`config.mk`:
```
export PLATFORM = sky130hd
export DESIGN_NAME = exc_capture_reg
export DESIGN_NICKNAME = d
export VERILOG_FILES = /design/src/rtl/excap_pkg.sv /design/src/rtl/excap_age_cmp.sv /design/src/rtl/excap_ctrl.sv /design/src/rtl/exc_capture_reg.sv
export SDC_FILE = /design/constraint.sdc
export NUM_CORES = 1
export LEC_CHECK = 0
export CORE_UTILIZATION = 45
export DETAILED_ROUTE_END_ITERATION = 16
export PLACE_DENSITY = 0.81
export RECOVER_POWER = 100
export SKIP_LAST_GASP = 1
export SLEW_MARGIN = 10
export SYNTH_ARGS = -nofsm -noshare
export SYNTH_HDL_FRONTEND = slang
export SYNTH_HIERARCHICAL = 1
export SYNTH_SLANG_ARGS = --single-unit
```
`constraint.sdc`:
```
create_clock -name clk -period 4.1 [get_ports clk]
set_clock_uncertainty 0.2 [all_clocks]
set_input_delay 1.23 -clock clk [delete_from_list [all_inputs] [get_ports clk]]
set_output_delay 1.23 -clock clk [all_outputs]
set_load 0.05 [all_outputs]
```
`src/rtl/excap_pkg.sv`:
```
package excap_pkg;

    typedef enum logic {
        ST_OPEN   = 1'b0,
        ST_LOCKED = 1'b1
    } lock_state_e;

endpackage

```
`src/rtl/excap_age_cmp.sv`:
```
// Modular age comparison of two wrapping sequence tags.
module excap_age_cmp #(
    parameter int TAG_W = 8
) (
    input  logic [TAG_W-1:0] tag_a,
    input  logic [TAG_W-1:0] tag_b,
    output logic             a_older,
    output logic             a_equal
);
    logic [TAG_W-1:0] diff;

    always_comb begin
        diff    = tag_a - tag_b;
        a_older = diff[TAG_W-1];
        a_equal = (diff == '0);
    end
endmodule

```
`src/rtl/excap_ctrl.sv`:
```
// Lock state machine and single-level storage, two-process style.
module excap_ctrl
    import excap_pkg::*;
#(
    parameter int DATA_W = 32,
    parameter int TAG_W  = 8
) (
    input  logic              clk,
    input  logic              rst,
    input  logic              exc_valid,
    input  logic [DATA_W-1:0] exc_data,
    input  logic [TAG_W-1:0]  exc_tag,
    input  logic              kill_valid,
    input  logic              exc_is_older,
    input  logic              kill_is_older,
    input  logic              kill_is_equal,
    output logic [DATA_W-1:0] cap_data,
    output logic [TAG_W-1:0]  cap_tag,
    output lock_state_e       state
);
    typedef struct packed {
        lock_state_e       st;
        logic [DATA_W-1:0] data;
        logic [TAG_W-1:0]  tag;
    } cap_reg_t;

    cap_reg_t reg_d, reg_q;
    logic     kill_hit;
    logic     still_locked;
    logic     take_exc;

    always_comb begin
        reg_d        = reg_q;
        // Kill is resolved first; the exception is judged afterwards.
        kill_hit     = kill_valid && (kill_is_older || kill_is_equal);
        still_locked = (reg_q.st == ST_LOCKED) && !kill_hit;
        take_exc     = exc_valid && (!still_locked || exc_is_older);
        if (!still_locked) begin
            reg_d.st = ST_OPEN;
        end
        if (take_exc) begin
            reg_d.st   = ST_LOCKED;
            reg_d.data = exc_data;
            reg_d.tag  = exc_tag;
        end
    end

    always_ff @(posedge clk) begin
        if (rst) begin
            reg_q <= '0;
        end else begin
            reg_q <= reg_d;
        end
    end

    assign cap_data = reg_q.data;
    assign cap_tag  = reg_q.tag;
    assign state    = reg_q.st;
endmodule

```
`src/rtl/exc_capture_reg.sv`:
```
module exc_capture_reg
    import excap_pkg::*;
#(
    parameter int DATA_W = 32,
    parameter int TAG_W  = 8
) (
    input  logic              clk,
    input  logic              rst,
    input  logic              exc_valid,
    input  logic [DATA_W-1:0] exc_data,
    input  logic [TAG_W-1:0]  exc_tag,
    input  logic              kill_valid,
    input  logic [TAG_W-1:0]  kill_tag,
    output logic [DATA_W-1:0] cap_data,
    output logic [TAG_W-1:0]  cap_tag,
    output logic              locked
);
    localparam int NUM_CMP = 2;

    lock_state_e      state;
    logic [TAG_W-1:0] owner_tag;
    logic [TAG_W-1:0] probe_tag [NUM_CMP];
    logic             probe_older [NUM_CMP];
    logic             probe_equal [NUM_CMP];

    assign probe_tag[0] = exc_tag;
    assign probe_tag[1] = kill_tag;

    // One comparator per incoming tag, each against the owner tag.
    for (genvar i = 0; i < NUM_CMP; i++) begin : g_cmp
        excap_age_cmp #(.TAG_W(TAG_W)) u_cmp (
            .tag_a  (probe_tag[i]),
            .tag_b  (owner_tag),
            .a_older(probe_older[i]),
            .a_equal(probe_equal[i])
        );
    end

    logic unused_eq;
    assign unused_eq = probe_equal[0];

    excap_ctrl #(.DATA_W(DATA_W), .TAG_W(TAG_W)) u_ctrl (
        .clk          (clk),
        .rst          (rst),
        .exc_valid    (exc_valid),
        .exc_data     (exc_data),
        .exc_tag      (exc_tag),
        .kill_valid   (kill_valid),
        .exc_is_older (probe_older[0]),
        .kill_is_older(probe_older[1]),
        .kill_is_equal(probe_equal[1]),
        .cap_data     (cap_data),
        .cap_tag      (owner_tag),
        .state        (state)
    );

    assign cap_tag = owner_tag;
    assign locked  = (state == ST_LOCKED);
endmodule

```
==> impl_summary.log <==
[metrics] worst path setup slack after routing: roughly 0.1 ns
[metrics] Clk Tree Root Cell: sky130_fd_sc_hd__clkbuf_8
[metrics] post-route core utilization: 70.2%
[metrics] area of the mapped netlist: 2370 um2
[metrics] maximum fanout count along the critical path: 8
[metrics] Placer Congestion: between 0.8 and 0.9
[metrics] overall power of the completed layout: 1.16 mW
[metrics] core region area: 5070 um2
[metrics] Inserted Clock Buffers: 5
[metrics] detailed-route wire length per cell: 13.1 um
[metrics] Worst slew margin: a little under two fifths
[metrics] mean post-synth cell area: 9.37 um2
[metrics] number of cells in the design after placement: between 400 and 500
[metrics] Crit. End Element: register
[metrics] Slowest Stage Delay on Critical Path: approximately 0.45 ns
[metrics] highest clock frequency the design can meet: between 200 and 300 MHz
[metrics] count of mapped cells out of synthesis: about 250
[metrics] leakage component of the power: roughly 1.5 nW
[metrics] hold buffer count at CTS: 0
[metrics] final count of hold timing violations: 0
[metrics] total congestion overflow after global routing: 0
[metrics] path type of the worst min-delay path: register to register
[metrics] required time at the worst-slack endpoint: between 4 and 5 ns
[metrics] overall die width: approximately 75 um
[metrics] top-level I/O count: 93
[metrics] transition time at the pin with the least slew margin: 0.939 ns
[metrics] clock period minus worst slack: roughly 4.0 ns
[metrics] height of the die: 74.6 um
[metrics] share of cells above drive strength 1: about 7.4%
[metrics] layout overhead on the synthesized area: 50.2%
[metrics] first-pass GRT wire length: 8.09 mm
[metrics] first-pass iteration count of the detailed router: 4
[metrics] outcome: complete, no violations
[metrics] filler cell count in the final layout: 428
[metrics] vias in the first global route: 1,861
[metrics] H-tree level count: 2
[metrics] pre-CTS setup slack: -0.241 ns
[metrics] number of sinks driven by the clock tree: 41
[metrics] CP max stage cell: sky130_fd_sc_hd__clkdlybuf4s50_1
[metrics] kind of launch point of the worst setup path: primary input
[metrics] Post-route DRC: 0
[metrics] largest buffer count on any clock path: 2
[metrics] maximum number of pins on one net before global-route repair: just over 80
[metrics] Initial Utilization: between 40% and 50%
[metrics] signal arrival time at the worst endpoint: around 4.0 ns
[metrics] net count after synthesis: 320
[metrics] portion of the clock cycle consumed by the worst path in the final layout: around 100%
[metrics] initial antenna violation count: 0
[metrics] routed vias/inst: about 4.8
[metrics] detailed-route wire length: 5.52 mm
[metrics] clock latency at the later pin of the worst-skew pair: 0.30 ns
[metrics] final setup violation count: 0
[metrics] total routing usage reported by global routing: 18.8%
[metrics] Die Outline Area: 5560 um2
[metrics] most frequent cells in the layout: sky130_fd_sc_hd__nand2b_1, sky130_fd_sc_hd__clkdlybuf4s50_1, sky130_fd_sc_hd__dlygate4sd3_1, sky130_fd_sc_hd__dfxtp_1, sky130_fd_sc_hd__mux2i_1
[metrics] # Max-Cap Violations: 0
[metrics] count of buffers inserted at the top-level ports: 92
[metrics] aggregate negative setup slack: 0 ns
[metrics] highest routed layer: met4
[metrics] number of vias after detailed routing: 2,019
[metrics] Syn. warnings: 6
[metrics] number of standard-cell rows in the floorplan: 26
[metrics] power per cell area: 326 nW/um2
[metrics] clock tree from TritonCTS: done
[metrics] chain of cells forming the critical path: clkdlybuf4s50_1 -> inv_1 -> ha_1 -> fa_2 -> nand2b_1 -> a21oi_2 -> mux2i_1 -> a2111o_1 -> nor3_2 -> o21ai_2 -> a31oi_4 -> buf_12 -> clkbuf_16 -> mux2i_1
[metrics] antenna-violating nets left: 0
[metrics] Final HPWL DP: ~3.7 mm
[metrics] Worst path most repeated cell: sky130_fd_sc_hd__mux2i_1
[metrics] Worst IR Drop VDD: 198 uV
[metrics] most common library cell in the layout ignoring fill and taps: sky130_fd_sc_hd__nand2b_1
[metrics] number of nets at the end of the flow: 417
[metrics] met2 wire length: 2.72 mm
[metrics] routed wl met3: 290 um
[metrics] final instance count without filler cells: 421
[metrics] Inserted Diodes: 0
[metrics] final count of pins violating max slew: 0
[metrics] Routed met1 length: 2.44 mm
[metrics] drt initial violations: 59
[metrics] Worst-path clk slew: 0.08 ns
[metrics] Setup CP Type: primary input to register
==> per-layer routing <==
metal,vias to the layer above,GRT usage [%]
met3,9,4.07
met1,933,23.5
met2,58,31.9
met5,-,0
met4,0,6.29
li1,1019,-
==> stage by stage <==
step | hold slack, ns | instance area (um2)
after global routing | 0.297 | 3560
final | 0.270 | 3560
after floorplan | 0.493 | 2370
after global placement | 0.258 | 3360
after detailed placement | 0.266 | 3360
after CTS | 0.278 | 3440
==> worst paths after layout <==
check / startpoint / to / slack, ns / cells past startpoint
worst max-delay path: kill_tag[0] / u_ctrl/cap_data[15] / 0.1 / 14
worst min-delay path: u_ctrl/cap_data[12] / u_ctrl/cap_data[12] / 0.27 / 2
worst max register to register: u_ctrl/cap_tag[0] / u_ctrl/cap_data[15] / 1.18 / 12
worst min register to register: u_ctrl/cap_data[12] / u_ctrl/cap_data[12] / 0.27 / 2
==> repair_timing <==
item                       CTS  global route
hold endpoints to repair     0             0
setup buffers                0             1
setup endpoints to repair    0            39
gates resized for setup      0             2
==> area by class of cell <==
cell class	count	area, um2	share of cell area (%)
clock buffers	7	76.3	2.14
well taps	70	87.6	2.46
multi-input cells	180	1410	39.5
clock inverters	1	7.51	0.211
flip-flops and latches	41	821	23.0
inverters	19	71.3	2.00
repair buffers	103	1090	30.7
==> sequential cells by signal (all words and copies together), names as in the netlist <==
| signal | count |
|---|---|
| u_ctrl/state | 1 |
| u_ctrl/cap_data | 32 |
| u_ctrl/cap_tag | 8 |
==> power by group <==
part           switching [mW]  internal (mW)
clock network           0.140          0.121
registers              0.0223          0.432
logic                   0.246          0.202
total                   0.409          0.754
==> critical path: cells and delay by family <==
kind	cells	cell delay, ns
fa+ha+maj	2	0.54
buf+inv	4	0.81
mux	2	0.27
simple gates	2	0.34
compound gates	4	0.81
No activity file was read; power rests on OpenSTA's default activity.
